<file path="config.mk">
export PLATFORM = sky130hd
export DESIGN_NAME = key_fetch_seq
export DESIGN_NICKNAME = d
export VERILOG_FILES = /design/src/rtl/kf_pkg.sv /design/src/rtl/kf_sync.sv /design/src/rtl/kf_seq_fsm.sv /design/src/rtl/kf_key_slot.sv /design/src/rtl/kf_wait_timer.sv /design/src/rtl/key_fetch_seq.sv
export SDC_FILE = /design/constraint.sdc
export NUM_CORES = 2
export LEC_CHECK = 0
export ABC_AREA = 1
export BUFFER_PORTS_ARGS = -buffer_cell sky130_fd_sc_hd__buf_4
export CAP_MARGIN = 20
export CORE_AREA = 2 2 302 304
export DETAILED_ROUTE_END_ITERATION = 12
export DIE_AREA = 0 0 304 306
export SLEW_MARGIN = 30
export SYNTH_ARGS = -nofsm -noshare
export SYNTH_HDL_FRONTEND = slang
export SYNTH_SLANG_ARGS = --single-unit
</file>
<file path="constraint.sdc">
create_clock -name clk -period 2 [get_ports clk]
set_input_delay 0.2 -clock clk [delete_from_list [all_inputs] [get_ports clk]]
set_output_delay 0.2 -clock clk [all_outputs]
set_load 0.05 [all_outputs]
</file>
<file path="src/rtl/kf_pkg.sv">
// Package: shared state encoding for the key fetch sequencer.
// Assumes: the address exchange always precedes the data exchange.
package kf_pkg;

    typedef enum logic [2:0] {
        KF_IDLE     = 3'd0,
        KF_ADDR_REQ = 3'd1,
        KF_ADDR_REL = 3'd2,
        KF_DATA_REQ = 3'd3,
        KF_DATA_REL = 3'd4,
        KF_DONE     = 3'd5
    } kf_state_e;

    localparam int unsigned KF_NUM_CH = 2;
    localparam int unsigned KF_CH_ADDR = 0;
    localparam int unsigned KF_CH_DATA = 1;

endpackage

</file>
<file path="src/rtl/kf_sync.sv">
// Module: multi-flop synchronizer for a vector of slow-changing inputs.
// Assumes: the data bits are stable while their qualifying flag is high,
// so one plain flop chain per bit suffices. Reset clears all stages.
module kf_sync #(
    parameter int unsigned WIDTH  = 8,
    parameter int unsigned STAGES = 2
) (
    input  logic             clk,
    input  logic             rst_n,
    input  logic [WIDTH-1:0] d_async,
    output logic [WIDTH-1:0] q_sync
);
    logic [WIDTH-1:0] stage_q [STAGES];

    generate
        for (genvar s = 0; s < STAGES; s++) begin : g_stage
            if (s == 0) begin : g_first
                // Capture the raw input into the first stage.
                always_ff @(posedge clk) begin
                    if (!rst_n) stage_q[0] <= '0;
                    else        stage_q[0] <= d_async;
                end
            end else begin : g_next
                // Shift the value one stage further.
                always_ff @(posedge clk) begin
                    if (!rst_n) stage_q[s] <= '0;
                    else        stage_q[s] <= stage_q[s-1];
                end
            end
        end
    endgenerate

    assign q_sync = stage_q[STAGES-1];
endmodule

</file>
<file path="src/rtl/kf_seq_fsm.sv">
// Module: sequencer of the two four-phase key exchanges.
// Assumes: acknowledges arrive already synchronized; only the acknowledge of
// the channel currently in its request phase is looked at.
module kf_seq_fsm
    import kf_pkg::*;
(
    input  logic clk,
    input  logic rst_n,
    input  logic ack_addr_s,
    input  logic ack_data_s,
    output logic req_addr,
    output logic req_data,
    output logic cap_addr,
    output logic cap_data,
    output logic in_req,
    output logic waiting,
    output logic done
);
    kf_state_e state_q, state_d;

    // Next-state selection for the fetch sequence.
    always_comb begin
        state_d = state_q;
        unique case (state_q)
            KF_IDLE:     state_d = KF_ADDR_REQ;
            KF_ADDR_REQ: if (ack_addr_s)  state_d = KF_ADDR_REL;
            KF_ADDR_REL: if (!ack_addr_s) state_d = KF_DATA_REQ;
            KF_DATA_REQ: if (ack_data_s)  state_d = KF_DATA_REL;
            KF_DATA_REL: if (!ack_data_s) state_d = KF_DONE;
            KF_DONE:     state_d = KF_DONE;
            default:     state_d = KF_IDLE;
        endcase
    end

    // State register, cleared by the synchronous reset.
    always_ff @(posedge clk) begin
        if (!rst_n) state_q <= KF_IDLE;
        else        state_q <= state_d;
    end

    // Decode requests, capture strobes and wait qualifiers from the state.
    always_comb begin
        req_addr = (state_q == KF_ADDR_REQ);
        req_data = (state_q == KF_DATA_REQ);
        cap_addr = req_addr && ack_addr_s;
        cap_data = req_data && ack_data_s;
        in_req   = req_addr || req_data;
        waiting  = (req_addr && !ack_addr_s) || (req_data && !ack_data_s);
        done     = (state_q == KF_DONE);
    end
endmodule

</file>
<file path="src/rtl/kf_key_slot.sv">
// Module: storage for one key pair and its valid flag.
// Assumes: cap pulses for one cycle per exchange; words are only written when
// the seed flag is high, otherwise the slot is marked invalid.
module kf_key_slot #(
    parameter int unsigned KEY_W = 128
) (
    input  logic             clk,
    input  logic             rst_n,
    input  logic             cap,
    input  logic             seed_ok,
    input  logic [KEY_W-1:0] key_in,
    input  logic [KEY_W-1:0] rkey_in,
    output logic [KEY_W-1:0] key_q,
    output logic [KEY_W-1:0] rkey_q,
    output logic             ok_q
);
    // Latch the words on a qualified capture; clear on reset.
    always_ff @(posedge clk) begin
        if (!rst_n) begin
            key_q  <= '0;
            rkey_q <= '0;
        end else if (cap && seed_ok) begin
            key_q  <= key_in;
            rkey_q <= rkey_in;
        end
    end

    // Track whether the stored pair came with a valid seed.
    always_ff @(posedge clk) begin
        if (!rst_n)   ok_q <= 1'b0;
        else if (cap) ok_q <= seed_ok;
    end
endmodule

</file>
<file path="src/rtl/kf_wait_timer.sv">
// Module: counts waiting cycles in a request phase and flags a late acknowledge.
// Assumes: in_req drops between phases, which restarts the count.
module kf_wait_timer #(
    parameter int unsigned LIMIT = 1024
) (
    input  logic clk,
    input  logic rst_n,
    input  logic in_req,
    input  logic waiting,
    output logic err
);
    localparam int unsigned CNT_W = $clog2(LIMIT + 1);
    localparam logic [CNT_W-1:0] CNT_MAX = CNT_W'(LIMIT);

    logic [CNT_W-1:0] cnt_q;
    logic             at_limit;

    assign at_limit = (cnt_q == CNT_MAX);

    // Count waiting edges of the current request phase, saturating at the limit.
    always_ff @(posedge clk) begin
        if (!rst_n || !in_req)     cnt_q <= '0;
        else if (waiting && !at_limit) cnt_q <= cnt_q + 1'b1;
    end

    // Sticky error once a phase waits past the limit.
    always_ff @(posedge clk) begin
        if (!rst_n)                           err <= 1'b0;
        else if (in_req && waiting && at_limit) err <= 1'b1;
    end
endmodule

</file>
<file path="src/rtl/key_fetch_seq.sv">
// Module: top of the two-stage scramble key fetch sequencer.
// Assumes: a key store on a possibly different clock answers each request with
// a four-phase handshake on a shared response bus (key, random key, seed flag).
module key_fetch_seq
    import kf_pkg::*;
#(
    parameter int unsigned KEY_W       = 128,
    parameter int unsigned SYNC_STAGES = 2,
    parameter int unsigned TIMEOUT_CYC = 1024
) (
    input  logic             clk,
    input  logic             rst_n,
    output logic             key_req_addr,
    input  logic             key_ack_addr,
    output logic             key_req_data,
    input  logic             key_ack_data,
    input  logic             rsp_seed_ok,
    input  logic [KEY_W-1:0] rsp_key,
    input  logic [KEY_W-1:0] rsp_rkey,
    output logic [KEY_W-1:0] addr_key,
    output logic [KEY_W-1:0] addr_rkey,
    output logic             addr_key_ok,
    output logic [KEY_W-1:0] data_key,
    output logic [KEY_W-1:0] data_rkey,
    output logic             data_key_ok,
    output logic             fetch_done,
    output logic             ack_timeout
);
    localparam int unsigned SYNC_W = 3 + 2 * KEY_W;

    logic [SYNC_W-1:0] raw_bus, sync_bus;
    logic              ack_addr_s, ack_data_s, seed_s;
    logic [KEY_W-1:0]  key_s, rkey_s;
    logic              cap_addr, cap_data, in_req, waiting;

    logic              slot_cap  [KF_NUM_CH];
    logic [KEY_W-1:0]  slot_key  [KF_NUM_CH];
    logic [KEY_W-1:0]  slot_rkey [KF_NUM_CH];
    logic              slot_ok   [KF_NUM_CH];

    // Bundle every response input for the synchronizer.
    assign raw_bus = {key_ack_addr, key_ack_data, rsp_seed_ok, rsp_key, rsp_rkey};

    kf_sync #(.WIDTH(SYNC_W), .STAGES(SYNC_STAGES)) u_sync (
        .clk     (clk),
        .rst_n   (rst_n),
        .d_async (raw_bus),
        .q_sync  (sync_bus)
    );

    assign {ack_addr_s, ack_data_s, seed_s, key_s, rkey_s} = sync_bus;

    kf_seq_fsm u_fsm (
        .clk        (clk),
        .rst_n      (rst_n),
        .ack_addr_s (ack_addr_s),
        .ack_data_s (ack_data_s),
        .req_addr   (key_req_addr),
        .req_data   (key_req_data),
        .cap_addr   (cap_addr),
        .cap_data   (cap_data),
        .in_req     (in_req),
        .waiting    (waiting),
        .done       (fetch_done)
    );

    kf_wait_timer #(.LIMIT(TIMEOUT_CYC)) u_timer (
        .clk     (clk),
        .rst_n   (rst_n),
        .in_req  (in_req),
        .waiting (waiting),
        .err     (ack_timeout)
    );

    assign slot_cap[KF_CH_ADDR] = cap_addr;
    assign slot_cap[KF_CH_DATA] = cap_data;

    generate
        for (genvar c = 0; c < KF_NUM_CH; c++) begin : g_slot
            kf_key_slot #(.KEY_W(KEY_W)) u_slot (
                .clk     (clk),
                .rst_n   (rst_n),
                .cap     (slot_cap[c]),
                .seed_ok (seed_s),
                .key_in  (key_s),
                .rkey_in (rkey_s),
                .key_q   (slot_key[c]),
                .rkey_q  (slot_rkey[c]),
                .ok_q    (slot_ok[c])
            );
        end
    endgenerate

    assign addr_key    = slot_key[KF_CH_ADDR];
    assign addr_rkey   = slot_rkey[KF_CH_ADDR];
    assign addr_key_ok = slot_ok[KF_CH_ADDR];
    assign data_key    = slot_key[KF_CH_DATA];
    assign data_rkey   = slot_rkey[KF_CH_DATA];
    assign data_key_ok = slot_ok[KF_CH_DATA];
endmodule

</file>
==> run metrics <==
status finished clean; Die ar. 93000 sq um; nets@finish 5251; Unique masters post-synth 26; hpwl dp 66500 um; Syn Std Cell Area 33700 sq um; worst r2r dst g_slot[1].u_slot.rkey_q[99]$_SDFFE_PN0P_; routed len/inst 15.2 um; Peak Freq 523 MHz; initial core utilization 37.6%; Sequential cell area 21000 sq um; initial antenna violation count 6; Crit Path Class flip-flop to output pin; Fin. Hold Viols 0; worst hold slack 242 ps; Yosys top cell by area dfxtp_1; Syn Nets 4256; Iteration-0 DRC Markers 1379; CP max FO 6; most frequent cells in the layout dfxtp_1, buf_4, inv_1; P_int 33.7 mW; DRC errors left 0; FF+latch count, synth 1047; R2R depth 7; CTS Buf Count 107; vias per cell 4.31; YS warnings 0; sequential area share after synthesis 62.3%; crit end category output pin; Multi-input gate area 8330 sq um; drt first pass iters 5; Slew HR 62.4%; CTS tree built; Port-buffer cells 778; clk sinks 1047; CP Capture Point fetch_done; largest net degree at the start of global routing 116; Die Wd 304 um; layout cell share with drive strength beyond 1 20.1%; Seq pwr share 49.6%; GRT Overall Usage 19.8%; clk_lat worst skew 670 ps; Mapped Cells 3993; worst reg2reg path startpoint u_fsm.state_q[1]$_SDFFE_PN0P_; Vias 26900; max_cap viols 0; I/O pin count 779; Comb pwr share 6.7%; Die Y 306 um; Leak 23.1 nW; Worst-path clk slew 60 ps; Critical Path Start u_fsm.state_q[2]$_SDFFE_PN0P_; Net Sw Frac 23.0%; measured slew at the worst slew-check pin 564 ps; CTS root buf clkbuf_16; period utilisation layout 95.7%; syn avg cell area 8.43 sq um; Tmin final 1910 ps; post-detailed-routing wire length 95000 um; Cell Pwr Density 942 nW/um^2; commonest non-fill, non-tap cell in the layout dfxtp_1; clk buf depth 3; peak supply drop 0.699 mV; unrepaired setup endpoints after global routing false; crit start category flip-flop; Core ar. 89600 sq um; gpl congestion 0.846; max-slew violations 0; WP data arrival 1710 ps; top post-synthesis cells by area dfxtp_1, inv_1, o21ai_0; vias in the first global route 25400; Site Rows 110; first-pass GRT wire length 145000 um; Hold WC Path Type input port to flip-flop; Layout fillers 8337; beginning of the worst hold path rsp_rkey[96]; FF-to-FF setup slack 160 ps; Clk pwr share 43.7%; grt total ovfl 0; H-tree depth 3; Final TNS setup 0 ps; Crit path required time 1800 ps; NetSw 10.1 mW; top cell type's share of synthesized area 62.3%; post-CTS setup buffers 0; area grow syn2layout 38.2%; Final setup violation count 0; Setup Skew 20.1 ps; Antenna Violating Nets Remaining 0
-- worst max-delay path, cell delays in order, from the launching register on --
cell and delay (ps):
dfxtp_2 410, inv_2 80, nor2_2 150, inv_1 70, nor2_1 140, buf_6 200
-- synthesized netlist by cell type --
| cell type | number |
|---|---|
| nand2_1 | 571 |
| clkbuf_1 | 106 |
| nor2_1 | 537 |
| buf_2 | 82 |
| clkbuf_2 | 6 |
| buf_12 | 22 |
| nand3_1 | 13 |
| inv_4 | 1 |
| o21ai_1 | 66 |
| a21oi_1 | 270 |
| inv_2 | 1 |
| nand3b_1 | 2 |
| nand4_1 | 2 |
| clkinv_1 | 1 |
| inv_1 | 789 |
| ha_1 | 2 |
| nor2_4 | 2 |
| xnor2_1 | 2 |
| nand2_2 | 2 |
| o21ai_0 | 449 |
| buf_6 | 8 |
| buf_4 | 5 |
| nand3_4 | 2 |
| xor2_1 | 2 |
| dfxtp_1 | 1047 |
| nor3_1 | 3 |
-- kinds of logic (layout without fill, tap and decap cells) --
kind of cell | Yosys count | after routing | synth area share (%)
and+or+nand+nor | 1134 | 1134 | 12.9
DFF | 1047 | 1047 | 62.3
buffers and inverters | 1021 | 2096 | 13.0
AOI/OAI and AO/OA | 785 | 785 | 11.7
xor gates and xnor gates | 4 | 4 | 0.104
adders and majority gates | 2 | 2 | 0.0743
other | 0 | 4 | 0
-- power by group through the flow --
stage / combinational [mW] / clock [mW] / sequential [mW]
2_1_floorplan: 1.30 / 0 / 22.4
3_3_place_gp: 2.47 / 0 / 22.2
3_5_place_dp: 2.49 / 0 / 22.2
6_report: 2.94 / 19.1 / 21.7
5_1_grt: 3.26 / 20.5 / 21.8
4_1_cts: 2.94 / 19.6 / 21.7
-- routing by layer --
metal	part of all wire (%)	global-route usage [%]
met5	0.025	0
met4	3.7	8.45
met3	6.1	4.85
met2	48	33.5
met1	42	23.9
-- through the flow --
stage | cells | total power [mW] | setup slack, ps | instance area [sq um] | util [%]
CTS | 6244 | 44.3 | 8.63 | 46500 | 51.9
finish | 6248 | 43.8 | 87.0 | 46500 | 51.9
global placement | 5791 | 24.7 | 322 | 40500 | 45.2
detailed placement | 5791 | 24.7 | 260 | 40500 | 45.2
global route | 6247 | 45.6 | 9.17 | 46500 | 51.9
floorplan | 3993 | 23.7 | 349 | 33700 | -
-- what timing repair did --
| action | 4_1_cts | 5_1_grt |
|---|---|---|
| endpoints found under the hold margin | 268 | 0 |
| gates resized for setup | 1 | 2 |
| endpoints found under the setup margin | 1 | 1 |
| hold buffers | 264 | 0 |
-- worst min path at each step --
stage	slack, ps	depth (start not counted)	end
2_1_floorplan	300	2	u_sync.stage_q[0][0]$_SDFF_PN0_
3_3_place_gp	380	3	u_sync.stage_q[0][111]$_SDFF_PN0_
3_5_place_dp	380	3	u_sync.stage_q[0][112]$_SDFF_PN0_
4_1_cts	180	4	u_sync.stage_q[0][109]$_SDFF_PN0_
5_1_grt	230	4	u_sync.stage_q[0][122]$_SDFF_PN0_
6_report	240	4	u_sync.stage_q[0][96]$_SDFF_PN0_
-- area by class of cell --
type,instances,share of cell area (%)
flip-flops and latches,1047,45.1
repair buffers,1115,20.2
multi-input cells,1925,17.9
clock buffers,164,6.82
inverters,792,6.41
well taps,1176,3.16
clock inverters,25,0.417
diodes,4,0.0215
-- flip-flops by register name (all words and copies together), names as in the netlist --
signal / flops
g_slot.u_slot.rkey_q: 256
u_timer.cnt_q: 11
u_timer.err: 1
g_slot.u_slot.ok_q: 2
g_slot.u_slot.key_q: 256
u_fsm.state_q: 3
u_sync.stage_q: 518
Power figures use the tool's default switching activity.
